**config.mk**
```make
export PLATFORM = sky130hd
export DESIGN_NAME = sockcmd_ctrl
export DESIGN_NICKNAME = d
export VERILOG_FILES = /design/src/rtl/sockcmd_pkg.sv /design/src/rtl/sockcmd_keymatch.sv /design/src/rtl/sockcmd_fsm.sv /design/src/rtl/sockcmd_addrdrv.sv /design/src/rtl/sockcmd_ctrl.sv
export SDC_FILE = /design/constraint.sdc
export NUM_CORES = 1
export LEC_CHECK = 0
export CAP_MARGIN = 10
export CORE_MARGIN = 2
export CORE_UTILIZATION = 36
export CTS_BUF_LIST = sky130_fd_sc_hd__clkbuf_8
export CTS_CLUSTER_SIZE = 12
export DETAILED_ROUTE_END_ITERATION = 8
export PLACE_DENSITY_LB_ADDON = 0.15
export SLEW_MARGIN = 5
export SYNTH_ARGS = -nofsm -noshare
export SYNTH_HDL_FRONTEND = slang
export SYNTH_SLANG_ARGS = --single-unit
```
**constraint.sdc**
```tcl
create_clock -name clk -period 2.2 [get_ports clk]
set_clock_uncertainty 0.05 [all_clocks]
set_input_delay 0.44 -clock clk [delete_from_list [all_inputs] [get_ports clk]]
set_output_delay 0.44 -clock clk [all_outputs]
set_load 0.005 [all_outputs]
```
**src/rtl/sockcmd_pkg.sv**
```systemverilog
package sockcmd_pkg;

  typedef enum logic [2:0] {
    ST_NORM   = 3'b111,
    ST_CMD    = 3'b000,
    ST_LDSTAT = 3'b001,
    ST_LDBLK  = 3'b010,
    ST_RDSTAT = 3'b011,
    ST_RDVER  = 3'b100
  } mode_e;

  localparam int unsigned KEY_LEN = 6;
  localparam logic [8*KEY_LEN-1:0] KEY_SEQ = 48'hB6F2_34B0_31BF;

  localparam logic [7:0] CMD_SETSTAT = 8'h01;
  localparam logic [7:0] CMD_SETBLK  = 8'h02;
  localparam logic [7:0] CMD_READREG = 8'h03;

  function automatic logic [7:0] key_byte(int unsigned pos);
    return KEY_SEQ[8*(KEY_LEN-1-pos) +: 8];
  endfunction

endpackage

```
**src/rtl/sockcmd_keymatch.sv**
```systemverilog
module sockcmd_keymatch
  import sockcmd_pkg::*;
#(
  parameter int unsigned BYTE_W = 8
) (
  input  logic              clk,
  input  logic              rst,
  input  logic              qual,
  input  logic              armed,
  input  logic [BYTE_W-1:0] byte_i,
  output logic              hit_o
);
  localparam int unsigned IDX_W = $clog2(KEY_LEN);
  localparam int unsigned SLOTS = 1 << IDX_W;
  localparam logic [IDX_W-1:0] LAST = IDX_W'(KEY_LEN - 1);

  logic [IDX_W-1:0] idx_q;
  logic [SLOTS-1:0] eq;

  // one comparator per key position; unused slots never match
  for (genvar g = 0; g < SLOTS; g++) begin : g_cmp
    if (g < KEY_LEN) begin : g_live
      assign eq[g] = (byte_i == key_byte(g));
    end else begin : g_pad
      assign eq[g] = 1'b0;
    end
  end

  logic match_now;
  assign match_now = eq[idx_q];
  assign hit_o     = qual && armed && match_now && (idx_q == LAST);

  always_ff @(posedge clk) begin
    if (rst) begin
      idx_q <= '0;
    end else if (qual) begin
      if (!armed)               idx_q <= '0;
      else if (match_now)       idx_q <= (idx_q == LAST) ? '0 : idx_q + 1'b1;
      else if (eq[0])           idx_q <= IDX_W'(1);
      else                      idx_q <= '0;
    end
  end

  p_idx_bound_r3: assert property (@(posedge clk) disable iff (rst)
    idx_q <= LAST);

  p_restart_r4: assert property (@(posedge clk) disable iff (rst)
    (qual && armed && !match_now && byte_i == key_byte(0)) |=> idx_q == IDX_W'(1));

  p_hold_r2: assert property (@(posedge clk) disable iff (rst)
    !qual |=> $stable(idx_q));

endmodule

```
**src/rtl/sockcmd_fsm.sv**
```systemverilog
module sockcmd_fsm
  import sockcmd_pkg::*;
#(
  parameter int unsigned BYTE_W  = 8,
  parameter int unsigned BLK_W   = 5,
  parameter logic [7:0]  VERSION = 8'h46
) (
  input  logic              clk,
  input  logic              rst,
  input  logic              qual,
  input  logic [BYTE_W-1:0] byte_i,
  input  logic              key_hit,
  output mode_e             mode_o,
  output logic [BLK_W-1:0]  blk_o,
  output logic              rd_en_o,
  output logic [BYTE_W-1:0] rd_data_o
);
  mode_e             mode_q;
  logic [BLK_W-1:0]  blk_q;
  logic [BYTE_W-1:0] stat_q;

  always_ff @(posedge clk) begin
    if (rst) begin
      mode_q    <= ST_NORM;
      blk_q     <= '0;
      stat_q    <= '0;
      rd_en_o   <= 1'b0;
      rd_data_o <= '0;
    end else if (qual) begin
      rd_en_o <= 1'b0;
      unique case (mode_q)
        ST_NORM:   if (key_hit) mode_q <= ST_CMD;
        ST_CMD: begin
          if      (byte_i == CMD_SETBLK)  mode_q <= ST_LDBLK;
          else if (byte_i == CMD_SETSTAT) mode_q <= ST_LDSTAT;
          else if (byte_i == CMD_READREG) mode_q <= ST_RDSTAT;
          else                            mode_q <= ST_NORM;
        end
        ST_LDBLK: begin
          blk_q  <= byte_i[BLK_W-1:0];
          mode_q <= ST_NORM;
        end
        ST_LDSTAT: begin
          stat_q <= byte_i;
          mode_q <= ST_NORM;
        end
        ST_RDSTAT: begin
          rd_en_o   <= 1'b1;
          rd_data_o <= stat_q;
          mode_q    <= ST_RDVER;
        end
        ST_RDVER: begin
          rd_en_o   <= 1'b1;
          rd_data_o <= VERSION;
          mode_q    <= ST_NORM;
        end
        default: mode_q <= ST_NORM;
      endcase
    end
  end

  assign mode_o = mode_q;
  assign blk_o  = blk_q;

  p_reset_r5: assert property (@(posedge clk)
    rst |=> (mode_q == ST_NORM && blk_q == '0 && stat_q == '0 && !rd_en_o));

  p_cmd_needs_key_r3: assert property (@(posedge clk) disable iff (rst)
    (mode_q == ST_CMD && $past(mode_q) != ST_CMD) |-> $past(key_hit));

  p_ignore_r2: assert property (@(posedge clk) disable iff (rst)
    !qual |=> ($stable(mode_q) && $stable(blk_q) && $stable(stat_q)));

  p_blk_load_r7: assert property (@(posedge clk) disable iff (rst)
    (qual && mode_q == ST_LDBLK) |=> (blk_q == $past(byte_i[BLK_W-1:0]) && mode_q == ST_NORM));

  p_ver_r9: assert property (@(posedge clk) disable iff (rst)
    (qual && mode_q == ST_RDVER) |=> (rd_en_o && rd_data_o == VERSION));

  p_unknown_r10: assert property (@(posedge clk) disable iff (rst)
    (qual && mode_q == ST_CMD && byte_i > CMD_READREG) |=> (mode_q == ST_NORM && $stable(blk_q)));

endmodule

```
**src/rtl/sockcmd_addrdrv.sv**
```systemverilog
module sockcmd_addrdrv #(
  parameter int unsigned BYTE_W = 8,
  parameter int unsigned MID_W  = 7,
  parameter int unsigned BLK_W  = 5,
  localparam int unsigned ADDR_W = BYTE_W + MID_W + BLK_W
) (
  input  logic              clk,
  input  logic              rst,
  input  logic              qual,
  input  logic [BYTE_W-1:0] byte_i,
  input  logic [MID_W-1:0]  mid_i,
  input  logic [BLK_W-1:0]  blk_i,
  output logic [ADDR_W-1:0] addr_o
);
  logic [BYTE_W-1:0] lo_q;

  always_ff @(posedge clk) begin
    if (rst)       lo_q <= '0;
    else if (qual) lo_q <= byte_i;
  end

  assign addr_o = {blk_i, mid_i, lo_q};

  p_lo_capture_r1: assert property (@(posedge clk) disable iff (rst)
    qual |=> addr_o[BYTE_W-1:0] == $past(byte_i));

  p_lo_hold_r2: assert property (@(posedge clk) disable iff (rst)
    !qual |=> $stable(lo_q));

endmodule

```
**src/rtl/sockcmd_ctrl.sv**
```systemverilog
module sockcmd_ctrl
  import sockcmd_pkg::*;
#(
  parameter int unsigned BYTE_W  = 8,
  parameter int unsigned MID_W   = 7,
  parameter int unsigned BLK_W   = 5,
  parameter logic [7:0]  VERSION = 8'h46,
  localparam int unsigned ADDR_W = BYTE_W + MID_W + BLK_W
) (
  input  logic              clk,
  input  logic              rst,
  input  logic              bus_sel,
  input  logic              bus_rd,
  input  logic [BYTE_W-1:0] ad_lo,
  input  logic [MID_W-1:0]  hi_addr,
  output logic [ADDR_W-1:0] flash_addr,
  output logic [2:0]        mode_state,
  output logic              reg_rd_en,
  output logic [BYTE_W-1:0] reg_rd_data
);
  logic             qual;
  logic             key_hit;
  mode_e            mode;
  logic [BLK_W-1:0] blk;

  assign qual = bus_sel && bus_rd;

  sockcmd_keymatch #(.BYTE_W(BYTE_W)) u_key (
    .clk    (clk),
    .rst    (rst),
    .qual   (qual),
    .armed  (mode == ST_NORM),
    .byte_i (ad_lo),
    .hit_o  (key_hit)
  );

  sockcmd_fsm #(.BYTE_W(BYTE_W), .BLK_W(BLK_W), .VERSION(VERSION)) u_fsm (
    .clk       (clk),
    .rst       (rst),
    .qual      (qual),
    .byte_i    (ad_lo),
    .key_hit   (key_hit),
    .mode_o    (mode),
    .blk_o     (blk),
    .rd_en_o   (reg_rd_en),
    .rd_data_o (reg_rd_data)
  );

  sockcmd_addrdrv #(.BYTE_W(BYTE_W), .MID_W(MID_W), .BLK_W(BLK_W)) u_addr (
    .clk    (clk),
    .rst    (rst),
    .qual   (qual),
    .byte_i (ad_lo),
    .mid_i  (hi_addr),
    .blk_i  (blk),
    .addr_o (flash_addr)
  );

  assign mode_state = mode;

  p_mid_pass_r6: assert property (@(posedge clk) disable iff (rst)
    flash_addr[BYTE_W +: MID_W] == hi_addr);

endmodule

```
==> out/qor.csv, run 1 <==
metric,value,unit
clock net sink count,36,
"synthesized-area fraction occupied by ao, oa, aoi and oai cells",0.1211,
proportion of layout cells with a drive suffix above 1,0.1378,
die boundary height,71.35,um
number of gates resized after cts,0,
clock period minus final worst setup slack,2.030,ns
clock root buffer master,sky130_fd_sc_hd__clkbuf_8,
IO Count,51,
final hold violation count,0,
Die X-Extent,71.35,um
Hold Crit Class,reg -> reg,
Syn Nets,203,
gp weighted congestion,0.8214,
P per Cell Area,608.9,nW/um2
synth warn,0,
Fmax achieved,0.4927,GHz
Worst Tran Pin Value,0.6293,ns
number of DRC markers in iteration 0,107,
maximum number of pins on one net before global-route repair,19,
CTS Hold Bufs,0,
mean number of vias per cell,5.307,
grt total ovfl,0,
Max Transition Viols Final,0,
count of final setup violators,0,
CTS Buffer Depth,2,
Std-Cell Core Area,4354,um2
largest fanout on the critical path,4,
sum of net half-perimeters after detailed placement,3.108,mm
synthesized instance count,184,
quantity of I/O buffers inserted on ports,36,
max cap viols,0,
crit path launch type,input port,
"flops & latches, synth",36,
part of the cycle the worst path needs,0.9225,
initial standard-cell utilization of the core,0.3750,
post-CTS clock slew at the launch and capture registers of the worst setup and hold paths,0.07,ns
adder and majority gate portion of the synthesized area,0,
fraction of the mapped netlist area in simple logic gates,0.2851,
number of H-tree levels,2,
CTS tree,done,
endpoint class of the critical path,flip-flop,
Std-Cell Rows,24,
Layout area overhead,33.79,%
tightest slew margin relative to the limit,0.5792,
Post-Place Cell Area,2077,um2
Post-route DRC,0,
data arrival at the endpoint of the critical path,2.15,ns
Die Outline Area,5090,um2
diode count,0,
antenna violations before repair,0,
Peak VDD IR,0.3308,mV
TritonCTS buffer count,5,
"Req. time, crit path",2.32,ns
wire length of the first global-routing pass,6.996,mm
final routed wire length divided by cell count,15.01,um
count of distinct cell types in the synthesized netlist,42,
routed via count,1470,
main combinational cell family by area after synthesis,simple AND/OR/NAND/NOR gates,
critical path class,in -> reg,
drt total wl,4.158,mm
length of the first detailed-routing pass in iterations,4,
All-Layer GR Usage,0.1737,
static leakage,0.7554,nW
syn_area_per_cell,8.874,um2
area of the mapped netlist,1633,um2
via count of the first global-routing pass,1458,
result of the run,completed,
area share of xor/xnor cells in the synthesized design,0,
clk_lat worst skew,0.28,ns
fin area,2185,um2
residual antenna-violating net count after detailed routing,0,
net count reported at finish,243,
part of the Yosys area used for sequential elements,0.4414,
portion of netlist area occupied by mux cells,0.07969,
buffers inserted during post-CTS setup optimization,0,
Worst Hold Slack,0.4025,ns
RSZ-0062 raised after global routing,false,
## metrics by stage
step	utilization	setup TNS (ns)	setup WS, ns	std cells	power (mW)
2_1_floorplan	-	0	0.4795	184	0.7253
3_3_place_gp	0.4770	-0.1765	-0.07497	269	0.7850
3_5_place_dp	0.4770	-0.4490	-0.1058	269	0.7859
4_1_cts	0.5017	0	0.1978	277	1.352
5_1_grt	0.5017	0	0.08858	277	1.386
6_report	0.5017	0	0.1705	277	1.330
## worst max-delay path: stages
cell and delay (ns):
sky130_fd_sc_hd__clkdlybuf4s50_1 0.49, sky130_fd_sc_hd__buf_4 0.19, sky130_fd_sc_hd__nand4b_1 0.16, sky130_fd_sc_hd__nor4_1 0.26, sky130_fd_sc_hd__o21ai_0 0.22, sky130_fd_sc_hd__a221o_1 0.39
## state kept, by name, indices dropped and copies added, names as in the netlist
name	flops
u_fsm.rd_en_o	1
u_addr.lo_q	8
u_fsm.stat_q	8
u_fsm.blk_o	5
u_fsm.mode_o	3
u_key.idx_q	3
u_fsm.rd_data_o	8
## power breakdown
group	leakage, nW	switching [mW]	internal [mW]
combinational	0.405	0.0552	0.0541
sequential	0.291	0.00325	0.658
clock	0.0593	0.228	0.331
total	0.755	0.287	1.04
## cell families (layout without fill, tap and decap cells)
group                  count (synthesis)  after routing
AOI/OAI and AO/OA                     30             30
buffers and inverters                 21             62
DFF                                   36             36
muxes                                 13             13
and+or+nand+nor                       84             84
## path summary, 6_finish.rpt
path,start,to,slack (ns),cells after the start
min reg2reg,u_fsm.rd_en_o$_SDFFE_PP0N_,u_fsm.rd_en_o$_SDFFE_PP0N_,0.40,2
max reg2reg,u_fsm.mode_o[2]$_SDFFE_PP1P_,u_fsm.mode_o[1]$_SDFFE_PP1P_,0.41,4
min,u_fsm.rd_en_o$_SDFFE_PP0N_,u_fsm.rd_en_o$_SDFFE_PP0N_,0.40,2
max,ad_lo[6],u_fsm.mode_o[1]$_SDFFE_PP1P_,0.17,6
## cell type report
type	instances	area, um2
Fill cell	406	2170
Sequential cell	36	720.7
Clock buffer	5	68.82
Multi-Input combinational cell	127	799.5
Clock inverter	3	38.79
Timing Repair Buffer	53	488.0
Tap cell	52	65.06
Inverter	1	3.754
## cell usage in the layout, fill, tap and decap left out, types with 2 or more instances in the layout
cell / count
sky130_fd_sc_hd__nor4b_2: 2
sky130_fd_sc_hd__o21ai_1: 2
sky130_fd_sc_hd__nand3b_1: 5
sky130_fd_sc_hd__and2_1: 2
sky130_fd_sc_hd__nor2_1: 24
sky130_fd_sc_hd__nand2_1: 20
sky130_fd_sc_hd__nor3b_1: 2
sky130_fd_sc_hd__nor3_1: 7
sky130_fd_sc_hd__mux2i_1: 13
sky130_fd_sc_hd__clkbuf_8: 5
sky130_fd_sc_hd__nand4_1: 2
sky130_fd_sc_hd__dfxtp_1: 36
sky130_fd_sc_hd__nor4_1: 3
sky130_fd_sc_hd__nor2b_1: 3
sky130_fd_sc_hd__clkdlybuf4s50_1: 36
sky130_fd_sc_hd__a221o_1: 3
sky130_fd_sc_hd__buf_4: 17
sky130_fd_sc_hd__o21ai_0: 2
sky130_fd_sc_hd__a21oi_1: 12
sky130_fd_sc_hd__a22oi_1: 5
sky130_fd_sc_hd__inv_1: 2
sky130_fd_sc_hd__nand4b_1: 2
## cell usage after synthesis, drive strengths merged
library cell	n	share of area
and2	2	0.0077
nor2b	3	0.011
nor4b	3	0.020
nand4b	2	0.011
clkbuf	6	0.015
o22ai	1	0.0038
dfxtp	36	0.44
nand3	1	0.0031
nor4	3	0.011
mux2i	13	0.080
or3	1	0.0038
a22oi	5	0.023
a211oi	1	0.0077
nand3b	5	0.023
nand4	2	0.0077
a221o	3	0.018
nand4bb	1	0.0069
nor3	8	0.031
or3b	2	0.011
o21ai	4	0.012
nand2	21	0.050
nor3b	2	0.0092
and3b	1	0.0054
buf	14	0.056
o31ai	1	0.0046
a31oi	1	0.0038
a21oi	12	0.037
a221oi	1	0.0054
nor2	24	0.055
a311oi	1	0.0054
or4	2	0.011
inv	1	0.0023
or4b	1	0.0061
## per-layer routing
metal,global-route usage,part of all wire,up-vias
met3,0.04641,0.079,4
met2,0.2829,0.48,54
li1,-,-,726
met4,0.06080,0.0089,0
met5,0,0,-
met1,0.2226,0.44,686
(Power assumes the default switching activity.)
==> inputs of run 2 (changes only) <==
--- a/config.mk
+++ b/config.mk
@@ -5,6 +5,7 @@
 export SDC_FILE = /design/constraint.sdc
 export NUM_CORES = 1
 export LEC_CHECK = 0
+export ABC_AREA = 1
 export CAP_MARGIN = 10
 export CORE_MARGIN = 2
 export CORE_UTILIZATION = 36
==> out/qor.csv, run 2 <==
metric,value,unit
result of the run,completed,
post-layout power,1.249,mW
synthesized instance count,218,
fraction of the mapped netlist area in simple logic gates,0.2429,
Peak VDD IR,0.3673,mV
"flops & latches, synth",36,
gp weighted congestion,0.8653,
"synthesized-area fraction occupied by ao, oa, aoi and oai cells",0.2069,
static leakage,0.8625,nW
IO Count,51,
number of H-tree levels,2,
area share of xor/xnor cells in the synthesized design,0,
count of flip-flops with a built-in enable after synthesis,0,
most frequent cells in the layout,"sky130_fd_sc_hd__nand2_1 (41), sky130_fd_sc_hd__clkdlybuf4s50_1 (36), sky130_fd_sc_hd__dfxtp_1 (36), sky130_fd_sc_hd__a21oi_1 (28), sky130_fd_sc_hd__nor2_1 (26)",
count of distinct cell types in the synthesized netlist,22,
most area-consuming cells after synthesis,"sky130_fd_sc_hd__dfxtp_1 (45%), sky130_fd_sc_hd__nand2_1 (9.6%), sky130_fd_sc_hd__a21oi_1 (8.8%), sky130_fd_sc_hd__o21ai_0 (7.2%), sky130_fd_sc_hd__nor2_1 (6.1%)",
sum of net half-perimeters after detailed placement,2.865,mm
cell family contributing the most delay on the critical path,buffers and inverters,
launch point of the critical path,u_fsm.mode_o[2]$_SDFFE_PP1P_,
Std-Cell Rows,24,
Crit-path slowest cell,sky130_fd_sc_hd__clkdlybuf4s50_1,
final sum of negative setup slack,0,ns
fill cell instance count of the final layout,473,
Post-Place Worst Slack,0.1096,ns
CTS Buffer Depth,2,
Worst Hold Launch,u_fsm.rd_data_o[7]$_SDFFE_PP0P_,
largest fanout on the critical path,7,
fraction of post-synthesis cell area in the top cell type by area,0.4514,
clock period minus final worst setup slack,1.833,ns
residual antenna-violating net count after detailed routing,0,
adder and majority gate portion of the synthesized area,0,
clock net sink count,36,
grt total ovfl,0,
clock root buffer master,sky130_fd_sc_hd__clkbuf_8,
part of the cycle the worst path needs,0.8334,
part of the Yosys area used for sequential elements,0.4514,
Main synth FF type,sky130_fd_sc_hd__dfxtp_1,
All-Layer GR Usage,0.1637,
tightest slew margin relative to the limit,0.7227,
maximum number of pins on one net before global-route repair,28,
Layout area overhead,31.74,%
"area leader, netlist",sky130_fd_sc_hd__dfxtp_1,
final routed wire length divided by cell count,12.39,um
area of the mapped netlist,1597,um2
syn_area_per_cell,7.324,um2
utilization after layout,0.4864,
top flop regs,"u_addr.lo_q x8, u_fsm.rd_data_o x8, u_fsm.stat_q x8",
CTS Hold Bufs,0,
routed via count,1536,
"Async S/R FF share, synth",0,
Post-route DRC,0,
most frequent cells after synthesis,"sky130_fd_sc_hd__nand2_1 (41), sky130_fd_sc_hd__dfxtp_1 (36), sky130_fd_sc_hd__a21oi_1 (28)",
P per Cell Area,593.6,nW/um2
"Req. time, crit path",1.71,ns
number of gates resized after cts,0,
via count of the first global-routing pass,1408,
proportion of layout cells with a drive suffix above 1,0.1163,
wire length of the first global-routing pass,6.451,mm
final hold violation count,0,
Std-Cell Core Area,4324,um2
most common library cell in the layout ignoring fill and taps,sky130_fd_sc_hd__nand2_1,
count of final setup violators,0,
buffers inserted during post-CTS setup optimization,0,
data arrival at the endpoint of the critical path,1.34,ns
critical path class,reg -> out,
met3 track demand over resource,0.04274,
Max Transition Viols Final,0,
layer with the highest usage after global routing,met2,
endpoint class of the critical path,output pin,
antenna violations before repair,0,
grt met1 use,0.2177,
Die Outline Area,4984,um2
die boundary height,70.60,um
drt total wl,3.842,mm
quantity of I/O buffers inserted on ports,36,
Hold Crit Class,reg -> reg,
number of DRC markers in iteration 0,95,
slack of the worst reg-to-reg path,0.74,ns
net count reported at finish,276,
synth warn,0,
TritonCTS buffer count,5,
Worst Hold Slack,0.4118,ns
mean number of vias per cell,4.955,
R2R Path Start,u_fsm.mode_o[0]$_SDFFE_PP1P_,
main combinational cell family by area after synthesis,simple AND/OR/NAND/NOR gates,
RSZ-0062 raised after global routing,false,
setup ws final,0.3665,ns
initial standard-cell utilization of the core,0.3692,
clk_lat worst skew,0.28,ns
"slowest stage delay, CP",0.57,ns
total buffers and inverters traversed by the critical path,1,
diode count,0,
Syn Nets,237,
length of the first detailed-routing pass in iterations,4,
post-CTS clock slew at the launch and capture registers of the worst setup and hold paths,0.07,ns
top-count cell post-synth,sky130_fd_sc_hd__nand2_1,
CTS tree,done,
crit path launch type,flip-flop,
portion of netlist area occupied by mux cells,0,
max cap viols,0,
Worst Tran Pin Value,0.4129,ns
Die X-Extent,70.60,um
Fmax achieved,0.5454,GHz
M2 GR Usage,0.2600,
CP cell instances,clkdlybuf4s50_1,
[run 2: cell count changes in the layout (fill, tap and decap cells not counted), sizes merged, moves of 4 or more]
cell    previous run  this run
a21oi             12        29
a22oi              5         0
buf               17         9
inv                2        21
mux2i             13         0
nand2             21        43
nand3              1        13
nand3b             5         0
nor3               8         4
o21ai              4        24
[run 2: worst paths after layout]
check / endpoint / depth (start not counted)
setup / recovery: mode_state[2] / 1
hold / removal: u_fsm.rd_data_o[7]$_SDFFE_PP0P_ / 2
setup reg to reg: u_fsm.stat_q[6]$_SDFFE_PP0P_ / 5
hold reg to reg: u_fsm.rd_data_o[7]$_SDFFE_PP0P_ / 2
[run 2: through the flow]
stage / cells / cell area [um2]
global placement: 302 / 2011
global route: 310 / 2103
CTS: 310 / 2103
detailed placement: 302 / 2011
finish: 310 / 2103
floorplan: 218 / 1597
[run 2: cell type report]
| class | count | area, um2 | area share |
|---|---|---|---|
| clock inverters | 2 | 10.01 | 0.004759 |
| flip-flops and latches | 36 | 720.7 | 0.3427 |
| clock buffers | 6 | 82.58 | 0.03926 |
| inverters | 21 | 78.83 | 0.03748 |
| multi-input cells | 148 | 718.2 | 0.3415 |
| well taps | 52 | 65.06 | 0.03093 |
| repair buffers | 45 | 427.9 | 0.2034 |
[run 2: layer usage]
layer  part of all wire  vias up
li1                   -      792
met1               0.48      699
met2               0.45       40
met3              0.056        5
met4              0.016        0
met5                  0        -
[run 2: cell families after synthesis]
kind of cell | Yosys count
buffers and inverters | 34
and+or+nand+nor | 89
DFF | 36
AOI/OAI and AO/OA | 59
[run 2: tightest hold or removal path: stages, from the launching register on]
cell and delay, ns:
sky130_fd_sc_hd__dfxtp_1 0.31, sky130_fd_sc_hd__nand2_1 0.06, sky130_fd_sc_hd__a21oi_1 0.05
[run 2: power by group]
group	switching [mW]	internal, mW	leakage [nW]	total, mW
combinational	0.0565	0.0513	0.520	0.108
clock	0.225	0.250	0.0510	0.475
sequential	0.00447	0.661	0.292	0.666
